===== config.mk =====
export PLATFORM = sky130hd
export DESIGN_NAME = subcoef_fir
export DESIGN_NICKNAME = d
export VERILOG_FILES = /design/src/rtl/subcoef_fir_pkg.sv /design/src/rtl/subcoef_precomp.sv /design/src/rtl/subcoef_pe.sv /design/src/rtl/subcoef_fir.sv
export SDC_FILE = /design/constraint.sdc
export NUM_CORES = 2
export LEC_CHECK = 0
export ABC_AREA = 1
export BUFFER_PORTS_ARGS = -buffer_cell sky130_fd_sc_hd__buf_2
export CAP_MARGIN = 5
export CORE_UTILIZATION = 32
export CTS_BUF_LIST = sky130_fd_sc_hd__clkbuf_2
export DETAILED_ROUTE_END_ITERATION = 16
export HOLD_SLACK_MARGIN = 0.15
export PLACE_DENSITY = 0.46
export SLEW_MARGIN = 40
export SYNTH_ARGS = -nofsm -noshare
export SYNTH_HDL_FRONTEND = slang
export SYNTH_SLANG_ARGS = --single-unit

===== constraint.sdc =====
create_clock -name clk -period 9.2 [get_ports clk]
set_input_delay 2.3 -clock clk [delete_from_list [all_inputs] [get_ports clk]]
set_output_delay 2.3 -clock clk [all_outputs]
set_load 0.05 [all_outputs]

===== src/rtl/subcoef_fir_pkg.sv =====
package subcoef_fir_pkg;

    // One signed radix-16 digit of a coefficient
    localparam int DIGIT_W = 5;

    typedef struct packed {
        logic       neg;   // subtract this digit
        logic       zero;  // digit contributes nothing
        logic [2:0] idx;   // magnitude minus one
    } digit_t;

    localparam logic [DIGIT_W-1:0] DIGIT_ZERO = 5'b01000;

    // Sum of 16^k for k < n, used for magnitude bounds
    function automatic longint unit_weight_sum(input int n, input int shift);
        longint s;
        s = 0;
        for (int k = 0; k < n; k++) begin
            s = s + (longint'(1) << (k * shift));
        end
        return s;
    endfunction

endpackage


===== src/rtl/subcoef_precomp.sv =====
module subcoef_precomp #(
    parameter int DATA_W = 16,
    localparam int MUL_W = DATA_W + 4
) (
    input  logic                     clk,
    input  logic                     rst_n,
    input  logic signed [DATA_W-1:0] x,
    output logic signed [MUL_W-1:0]  m1,
    output logic signed [MUL_W-1:0]  m3,
    output logic signed [MUL_W-1:0]  m5,
    output logic signed [MUL_W-1:0]  m7
);

    logic signed [MUL_W-1:0] x_ext;

    assign x_ext = x;
    assign m1    = x_ext;
    assign m3    = (x_ext <<< 1) + x_ext;
    assign m5    = (x_ext <<< 2) + x_ext;
    assign m7    = (x_ext <<< 3) - x_ext;

    // odd multiples are evenly spaced by twice the input
    a_r3_odd_spacing: assert property (@(posedge clk) disable iff (!rst_n)
        (m7 - m5) == (m3 - m1));

endmodule


===== src/rtl/subcoef_pe.sv =====
module subcoef_pe
    import subcoef_fir_pkg::*;
#(
    parameter int DATA_W    = 16,
    parameter int ACC_W     = 36,
    parameter int NSUB      = 4,
    parameter int SUB_SHIFT = 4,
    localparam int MUL_W    = DATA_W + 4,
    localparam int COEF_W   = NSUB * DIGIT_W
) (
    input  logic                     clk,
    input  logic                     rst_n,
    input  logic signed [MUL_W-1:0]  m1,
    input  logic signed [MUL_W-1:0]  m3,
    input  logic signed [MUL_W-1:0]  m5,
    input  logic signed [MUL_W-1:0]  m7,
    input  logic [COEF_W-1:0]        coef,
    output logic signed [ACC_W-1:0]  prod
);

    localparam longint MAX_PROD =
        8 * unit_weight_sum(NSUB, SUB_SHIFT) * (longint'(1) << (DATA_W - 1));

    logic signed [MUL_W-1:0] m2, m4, m6, m8;
    logic signed [ACC_W-1:0] shifted [NSUB];
    logic signed [ACC_W-1:0] chain   [NSUB];
    logic [NSUB-1:0]         neg_v;
    logic [NSUB-1:0]         zero_v;

    // even multiples are plain wiring
    assign m2 = m1 <<< 1;
    assign m4 = m1 <<< 2;
    assign m6 = m3 <<< 1;
    assign m8 = m1 <<< 3;

    generate
        for (genvar k = 0; k < NSUB; k++) begin : g_digit
            digit_t                  dig;
            logic signed [MUL_W-1:0] picked;
            logic signed [MUL_W-1:0] gated;
            logic signed [ACC_W-1:0] widened;

            assign dig = digit_t'(coef[k*DIGIT_W +: DIGIT_W]);

            // 8:1 selection among multiples one to eight
            always_comb begin
                unique case (dig.idx)
                    3'd0:    picked = m1;
                    3'd1:    picked = m2;
                    3'd2:    picked = m3;
                    3'd3:    picked = m4;
                    3'd4:    picked = m5;
                    3'd5:    picked = m6;
                    3'd6:    picked = m7;
                    default: picked = m8;
                endcase
            end

            // AND gating realises a zero digit
            assign gated     = picked & {MUL_W{~dig.zero}};
            assign widened   = gated;
            assign shifted[k] = widened <<< (k * SUB_SHIFT);
            assign neg_v[k]  = dig.neg;
            assign zero_v[k] = dig.zero;
        end

        // add/subtract chain steered by digit signs
        assign chain[0] = neg_v[0] ? -shifted[0] : shifted[0];
        for (genvar k = 1; k < NSUB; k++) begin : g_addsub
            assign chain[k] = neg_v[k] ? (chain[k-1] - shifted[k])
                                       : (chain[k-1] + shifted[k]);
        end
    endgenerate

    assign prod = chain[NSUB-1];

    // all digits flagged zero gives a zero product
    a_r4_all_zero: assert property (@(posedge clk) disable iff (!rst_n)
        (&zero_v) |-> (prod == '0));

    // the product never leaves the range the digits allow
    a_r9_prod_bound: assert property (@(posedge clk) disable iff (!rst_n)
        (longint'(prod) <= MAX_PROD) && (longint'(prod) >= -MAX_PROD));

endmodule


===== src/rtl/subcoef_fir.sv =====
module subcoef_fir
    import subcoef_fir_pkg::*;
#(
    parameter int NTAPS     = 4,
    parameter int DATA_W    = 16,
    parameter int ACC_W     = 36,
    parameter int NSUB      = 4,
    parameter int SUB_SHIFT = 4,
    localparam int TAP_W    = (NTAPS > 1) ? $clog2(NTAPS) : 1,
    localparam int COEF_W   = NSUB * DIGIT_W
) (
    input  logic                     clk,
    input  logic                     rst_n,
    input  logic                     in_valid,
    input  logic signed [DATA_W-1:0] in_sample,
    input  logic                     cfg_we,
    input  logic [TAP_W-1:0]         cfg_tap,
    input  logic [COEF_W-1:0]        cfg_coef,
    output logic                     out_valid,
    output logic signed [ACC_W-1:0]  out_sample
);

    localparam int MUL_W = DATA_W + 4;
    localparam logic [COEF_W-1:0] COEF_RST = {NSUB{DIGIT_ZERO}};

    logic signed [MUL_W-1:0] m1, m3, m5, m7;
    logic [COEF_W-1:0]       coef_q [NTAPS];
    logic signed [ACC_W-1:0] prod   [NTAPS];
    logic signed [ACC_W-1:0] zq     [NTAPS];

    subcoef_precomp #(
        .DATA_W (DATA_W)
    ) u_precomp (
        .clk   (clk),
        .rst_n (rst_n),
        .x     (in_sample),
        .m1    (m1),
        .m3    (m3),
        .m5    (m5),
        .m7    (m7)
    );

    generate
        for (genvar t = 0; t < NTAPS; t++) begin : g_tap
            // coefficient register for this tap
            always_ff @(posedge clk or negedge rst_n) begin
                if (!rst_n) begin
                    coef_q[t] <= COEF_RST;
                end else if (cfg_we && (cfg_tap == TAP_W'(t))) begin
                    coef_q[t] <= cfg_coef;
                end
            end

            subcoef_pe #(
                .DATA_W    (DATA_W),
                .ACC_W     (ACC_W),
                .NSUB      (NSUB),
                .SUB_SHIFT (SUB_SHIFT)
            ) u_pe (
                .clk   (clk),
                .rst_n (rst_n),
                .m1    (m1),
                .m3    (m3),
                .m5    (m5),
                .m7    (m7),
                .coef  (coef_q[t]),
                .prod  (prod[t])
            );

            // a write lands in the addressed tap only
            a_r8_write_lands: assert property (@(posedge clk) disable iff (!rst_n)
                (cfg_we && (cfg_tap == TAP_W'(t))) |=> (coef_q[t] == $past(cfg_coef)));
            a_r8_others_kept: assert property (@(posedge clk) disable iff (!rst_n)
                !(cfg_we && (cfg_tap == TAP_W'(t))) |=> $stable(coef_q[t]));
        end

        // transposed delay line: stage s holds the partial sum for tap s
        assign zq[NTAPS-1] = '0;
        for (genvar s = 0; s < NTAPS - 1; s++) begin : g_stage
            always_ff @(posedge clk or negedge rst_n) begin
                if (!rst_n) begin
                    zq[s] <= '0;
                end else if (in_valid) begin
                    zq[s] <= prod[s+1] + zq[s+1];
                end
            end
        end
    endgenerate

    always_ff @(posedge clk or negedge rst_n) begin
        if (!rst_n) begin
            out_valid  <= 1'b0;
            out_sample <= '0;
        end else begin
            out_valid <= in_valid;
            if (in_valid) begin
                out_sample <= prod[0] + zq[0];
            end
        end
    end

    // output holds across cycles without a sample
    a_r7_hold: assert property (@(posedge clk) disable iff (!rst_n)
        !in_valid |=> $stable(out_sample));

endmodule


* Yosys cells after proc, flatten, opt, wreduce, memory -nomap -nowiden
Index checks and enable logic that the tools add are counted.
** Storage, ports and cells
- Flip-flop bits (word level) :: 225
- Input port bits :: 42
- Word-level logic and storage cells :: 227
- Output and inout bits :: 37
** Operators by class
- Multiplexer cells :: 32
- Bitwise operators :: 32
- Reductions and logical operators :: 21
- $add $sub $neg :: 34
- Equality and inequality tests :: 99
** Operator list (number)
- 20-bit one-hot mux with 7 select lines :: 16
- 36-bit 2-to-1 mux :: 16
- 20-bit AND :: 16
- 36-bit by 24-bit adder with 36-bit output :: 4
- 36-bit by 28-bit adder with 36-bit output :: 4
- 36-bit by 32-bit adder with 36-bit output :: 4
- 3-bit == test (second input constant) :: 48
- 20-bit negation with 36-bit output :: 4
- 36-bit by 24-bit subtractor with 36-bit output :: 4
- 36-bit by 28-bit subtractor with 36-bit output :: 4
- 36-bit by 32-bit subtractor with 36-bit output :: 4
- 36-bit adder :: 3
- 3-bit by 2-bit == test with 1-bit output (second input constant) :: 32
- 3-bit by 1-bit == test with 1-bit output (second input constant) :: 16
- 3-bit zero test :: 16
- 19-bit by 16-bit subtractor with 20-bit output :: 1
- 18-bit by 16-bit adder with 19-bit output :: 1
- 17-bit by 16-bit adder with 18-bit output :: 1
- 1-bit NOT :: 16
- 2-bit == test (second input constant) :: 2
- 1-bit logical AND :: 4
- 2-bit by 1-bit == test with 1-bit output (second input constant) :: 1
- 2-bit zero test :: 1

* Logic depth before layout (Yosys ltp)
- Depth in word-level cells :: 12
- Depth in mapped cells :: 73
- Mapped depth without buffers :: 70

* Cells and area by module
From an unflattened synthesis, not the netlist that was laid out.
** Second synthesis, totals
- Cell total of the unflattened synthesis :: 11778
- Area, all modules :: 65089.9 sq um
** By module, submodules not included
- subcoef_pe (g_tap[0].u_pe ...) :: area an instance 11130.7 sq um, cells an instance 2135, sequential area each 0.0 sq um, instances 2
- subcoef_fir :: area an instance 15534.9 sq um, cells an instance 2286, sequential area each 5650.4 sq um, instances 1
- subcoef_pe (g_tap[3].u_pe) :: area an instance 12298.0 sq um, cells an instance 2377, sequential area each 0.0 sq um, instances 1
- subcoef_pe (g_tap[2].u_pe) :: area an instance 12044.1 sq um, cells an instance 2298, sequential area each 0.0 sq um, instances 1
- subcoef_precomp :: area an instance 2951.6 sq um, cells an instance 547, sequential area each 0.0 sq um, instances 1

* Worst setup path after synthesis
Ideal clock, no wire load.
- Kind :: input to register
- From :: input in_sample[1]
- To :: register zq[107] (netlist name)
- Required time :: 9.083 ns
- Path buffers :: 5
- Arrival time :: 10.774 ns
- Path slack :: -1.691 ns
- Stages :: 60
- Cell sequence :: buf_2 -> inv_1 -> buf_2 -> buf_2 -> fa_1 -> clkbuf_1 -> buf_2 -> o22ai_1 -> nor2_1 -> nand3_1 -> nand2_1 -> nand3_1 -> nand2_1 -> xor2_1 -> inv_1 -> ha_1 -> fa_1 -> inv_1 -> [24 not listed] -> a21boi_1 -> o21ai_0 -> xor2_1 -> inv_1 -> ha_1 -> nand2_1 -> nor2_1 -> inv_1 -> o221ai_1 -> a211o_1 -> a31oi_1 -> inv_1 -> nand3_1 -> nand2_1 -> inv_1 -> nand3_1 -> nand3_1 -> nand2_1
** On the way
- Cells in the longest elaborated chain, start to end :: 12
- Elaborated cells between the ends (all ways) :: 23
** Ends and longest elaborated chain
- start, declared :: line subcoef_fir.sv:15 : input logic signed [DATA_W-1:0] in_sample,
- 19-bit by 16-bit subtractor with 20-bit output (tied with other cells) :: line subcoef_precomp.sv:20 : assign m7 = (x_ext <<< 3) - x_ext;
- 20-bit one-hot mux with 7 select lines :: line subcoef_pe.sv:47 : unique case (dig.idx)
- 20-bit AND :: line subcoef_pe.sv:60 : assign gated = picked & {MUL_W{~dig.zero}};
- 20-bit negation with 36-bit output :: line subcoef_pe.sv:68 : assign chain[0] = neg_v[0] ? -shifted[0] : shifted[0];
- 36-bit 2-to-1 mux :: line subcoef_pe.sv:68
- 36-bit by 24-bit adder with 36-bit output or 36-bit by 24-bit subtractor with 36-bit output (tied branches) :: line subcoef_pe.sv:71, subcoef_pe.sv:70
- 36-bit 2-to-1 mux :: line subcoef_pe.sv:70 : assign chain[k] = neg_v[k] ? (chain[k-1] - shifted[k])
- 36-bit by 28-bit adder with 36-bit output or 36-bit by 28-bit subtractor with 36-bit output (tied branches) :: line subcoef_pe.sv:71, subcoef_pe.sv:70
- 36-bit 2-to-1 mux :: line subcoef_pe.sv:70
- 36-bit by 32-bit adder with 36-bit output or 36-bit by 32-bit subtractor with 36-bit output (tied branches) :: line subcoef_pe.sv:71, subcoef_pe.sv:70
- 36-bit 2-to-1 mux (*) :: line subcoef_pe.sv:70
- 36-bit adder (*) :: line subcoef_fir.sv:84 : zq[s] <= prod[s+1] + zq[s+1];
- end signal, assigned by index :: line subcoef_fir.sv:84
- end, declared :: line subcoef_fir.sv:29 : logic signed [ACC_W-1:0] zq [NTAPS];
Mark *: on every way between the ends. The rest lies on a longest branch, timed or not.
A chain may end at the register's enable or synchronous reset.

* Final worst setup path
- From :: input in_sample[1]
- To :: register out_sample[30]
** On the way
- Cells in the longest elaborated chain, start to end :: 12
- Elaborated cells between the ends (all ways) :: 23
** Ends and longest elaborated chain
- 19-bit by 16-bit subtractor with 20-bit output (tied with other cells) :: line subcoef_precomp.sv:20
- 20-bit one-hot mux with 7 select lines :: line subcoef_pe.sv:47
- 20-bit AND :: line subcoef_pe.sv:60
- 20-bit negation with 36-bit output :: line subcoef_pe.sv:68
- 36-bit 2-to-1 mux :: line subcoef_pe.sv:68
- 36-bit by 24-bit adder with 36-bit output or 36-bit by 24-bit subtractor with 36-bit output (tied branches) :: line subcoef_pe.sv:71, subcoef_pe.sv:70
- 36-bit 2-to-1 mux :: line subcoef_pe.sv:70
- 36-bit by 28-bit adder with 36-bit output or 36-bit by 28-bit subtractor with 36-bit output (tied branches) :: line subcoef_pe.sv:71, subcoef_pe.sv:70
- 36-bit 2-to-1 mux :: line subcoef_pe.sv:70
- 36-bit by 32-bit adder with 36-bit output or 36-bit by 32-bit subtractor with 36-bit output (tied branches) :: line subcoef_pe.sv:71, subcoef_pe.sv:70
- 36-bit 2-to-1 mux (*) :: line subcoef_pe.sv:70
- 36-bit adder (*) :: line subcoef_fir.sv:97 : out_sample <= prod[0] + zq[0];
- end signal, assigned :: line subcoef_fir.sv:97
- end, declared :: line subcoef_fir.sv:20 : output logic signed [ACC_W-1:0] out_sample
Marks and branches as above.

==> metrics.txt <==
H-tree levels=3; number of flops mapped to enable cells by yosys=0; via/cell ratio=5.506; Pre-antenna DRT Iters=9; clock skew=0.1289 ns; r2r worst-path depth=54; CTS buffer count=80; Crit path depth=60; die extent in y=417.1 µm; Max-Slew Margin vs Limit=0.3215; Placed Instances=13670; final worst path period share=1.039; clk buf depth=3; final non-filler cell total=14060; Setup WS pre-CTS=-2.708 ns; cell row count=151; Total GRT Usage=0.4051; Async SR Flop Fraction=1.000; remaining global-route overflow=0; worst path required time=10.51 ns; Hold Vio Cnt, Final=0; startpoint types=input port; flip-flop and latch area=0.005650 mm²; drc violations=0; PortBufs=78; cell mode on critical path=buf_4; number of synthesized register bits=225; initial antenna violation count=33; sequential area share after synthesis=0.1025; Warnings, synthesis=0; CTS root buf=clkbuf_2; # setup viols final=13; Core ar.=0.1702 mm²; Slew Viols, Final=0; synth cell count leaders=2221 x nand2_1, 1028 x inv_1, 1000 x a21oi_1; Synth-to-Final Area Change=49.27%; ANT nets after route=0; crit path DAT=10.86 ns; CTS Sinks=225; share of the synthesized area in the top cell type=0.1512; Worst path max stage delay=0.65 ns; Total Nets Final=12230; DP HPWL=287.1 mm; DR WL/cell=26.01 µm; Fillers=18060; TritonCTS clock tree=done; Critical Path Fanout Max=4; Synth cell types=72; status=finished with violations; share of layout cells above drive strength 1=0.3404; failing checks=negative setup slack; Die ar.=0.1740 mm²; mapped cell area=0.05514 mm²; Mean Syn Cell Area=5.878 µm²; Max Cap Viol=0; fmax=104.6 MHz; Setup CP Type=input port to flip-flop; Synth area leaders=nand2_1 15%, ha_1 11%, dfrtp_1 9.5%; CTS clk-pin slew, worst paths=0.09 ns; # IOs=79; crit path time final=9.560 ns; Net Count, Synth=9934; Most used DFF post-synth=dfrtp_1; initial DRC count=8209; Hold WC Path Type=flip-flop to flip-flop; vias in the first global route=73330; CP delay by family, top=simple AND/OR/NAND/NOR gates; synthesized instance count=9381; Post-Route WL=365.7 mm; Final Core Density=0.4835; leading area contributor after synthesis=nand2_1; critical path endpoint category=flip-flop; top-count cell post-synth=nand2_1; first-pass GRT wire length=513.0 mm; final worst slack=-0.3598 ns; Final GP Congestion=1.121; CP bufs+invs=16; hold_buf cts=0; Starting Density=0.3239; Worst Tran Pin Value=1.018 ns; Die W=417.1 µm; Vias=77400; Worst path slowest cell=fa_2; pin count of the biggest net entering global routing=181; RSZ-0062 raised after global routing=true; Hold Path Stages=2; area of the multi-input gates=0.04840 mm²; clk_lat worst skew=1.48 ns
-- cell type report --
class / instances / share of cell area
diodes: 25 / 0.0007601
clock buffers: 102 / 0.006202
clock inverters: 40 / 0.002843
inverters: 1135 / 0.05258
multi-input cells: 7651 / 0.5881
flip-flops and latches: 225 / 0.06865
well taps: 2295 / 0.03489
repair buffers: 2586 / 0.2460
-- worst register-to-register path, delay by kind of cell (launching register included) --
family          cells  cell delay, ns
buf+inv            11            1.51
simple gates       22            2.75
xor+xnor            4            0.79
fa+ha+maj           4            1.18
compound gates     13            1.83
flops               1            0.74
-- cells in the final DEF, fill, tap and decap left out, types with 34 or more instances in the layout --
| master | n |
|---|---|
| a211oi_1 | 34 |
| a21oi_1 | 811 |
| a21oi_2 | 171 |
| a221oi_1 | 90 |
| buf_12 | 53 |
| buf_2 | 69 |
| buf_4 | 2383 |
| buf_6 | 69 |
| clkbuf_2 | 102 |
| clkinv_1 | 36 |
| dfrtp_1 | 209 |
| ha_1 | 425 |
| ha_4 | 56 |
| inv_1 | 991 |
| inv_2 | 112 |
| nand2_1 | 2030 |
| nand2_2 | 228 |
| nand2_4 | 56 |
| nand3_1 | 526 |
| nand3_2 | 97 |
| nand4_1 | 99 |
| nor2_1 | 717 |
| nor2_2 | 105 |
| nor3_1 | 73 |
| o211ai_1 | 70 |
| o21ai_0 | 579 |
| o21ai_1 | 118 |
| o21ai_2 | 85 |
| o221ai_1 | 45 |
| o22ai_1 | 115 |
| xnor2_1 | 188 |
| xor2_1 | 374 |
| xor2_2 | 40 |
-- layer usage --
metal,up-vias,global-route usage,routed length (µm)
li1,36110,-,-
met1,36250,0.5251,152000
met2,3874,0.5951,149900
met3,1137,0.1056,37350
met4,32,0.2496,26220
met5,-,0,206
-- final timing paths --
| kind | startpoint | end | slack, ns |
|---|---|---|---|
| max in group asynchronous | rst_n | zq[68]$_DFFE_PN0P_ | 7.00 |
| hold / removal | out_sample[0]$_DFFE_PN0P_ | out_sample[0]$_DFFE_PN0P_ | 0.47 |
| setup reg to reg | coef_q[61]$_DFFE_PN0P_ | out_sample[30]$_DFFE_PN0P_ | 0.35 |
| min in group asynchronous | rst_n | zq[37]$_DFFE_PN0P_ | 0.84 |
| setup / recovery | in_sample[1] | out_sample[30]$_DFFE_PN0P_ | -0.36 |
| hold reg to reg | out_sample[0]$_DFFE_PN0P_ | out_sample[0]$_DFFE_PN0P_ | 0.47 |
-- cell families (layout without fill, tap and decap cells) --
group,Yosys count,count (layout),share of synthesized area
AOI/OAI and AO/OA,2379,2379,0.2451
adders and majority gates,511,511,0.1183
DFF,225,225,0.1025
other,0,25,0
and+or+nand+nor,4124,4124,0.3238
xor gates and xnor gates,637,637,0.1016
buffers and inverters,1505,3863,0.1087
-- registers in the layout (all words and copies together) (netlist names) --
| register | count |
|---|---|
| out_valid | 1 |
| zq | 108 |
| out_sample | 36 |
| coef_q | 80 |
-- through the flow --
stage | setup TNS, ns | area, µm² | hold slack [ns]
after floorplan | -10.05 | 55600 | 0.4483
after global placement | -114.82 | 74740 | 0.4536
after detailed placement | -119.48 | 74780 | 0.4550
after CTS | -0.09578 | 78080 | 0.4766
after global routing | -7.947 | 82260 | 0.5075
final | -2.010 | 82310 | 0.4698
-- repair_timing --
item | CTS | global route
buffers inserted | 110 | 118
gates resized for setup | 414 | 771
pin swaps | 243 | 478
endpoints found under the setup margin | 38 | 55
Power is not shown: default switching activity piles up to over one toggle a cycle in this logic, so the estimate is an artifact.
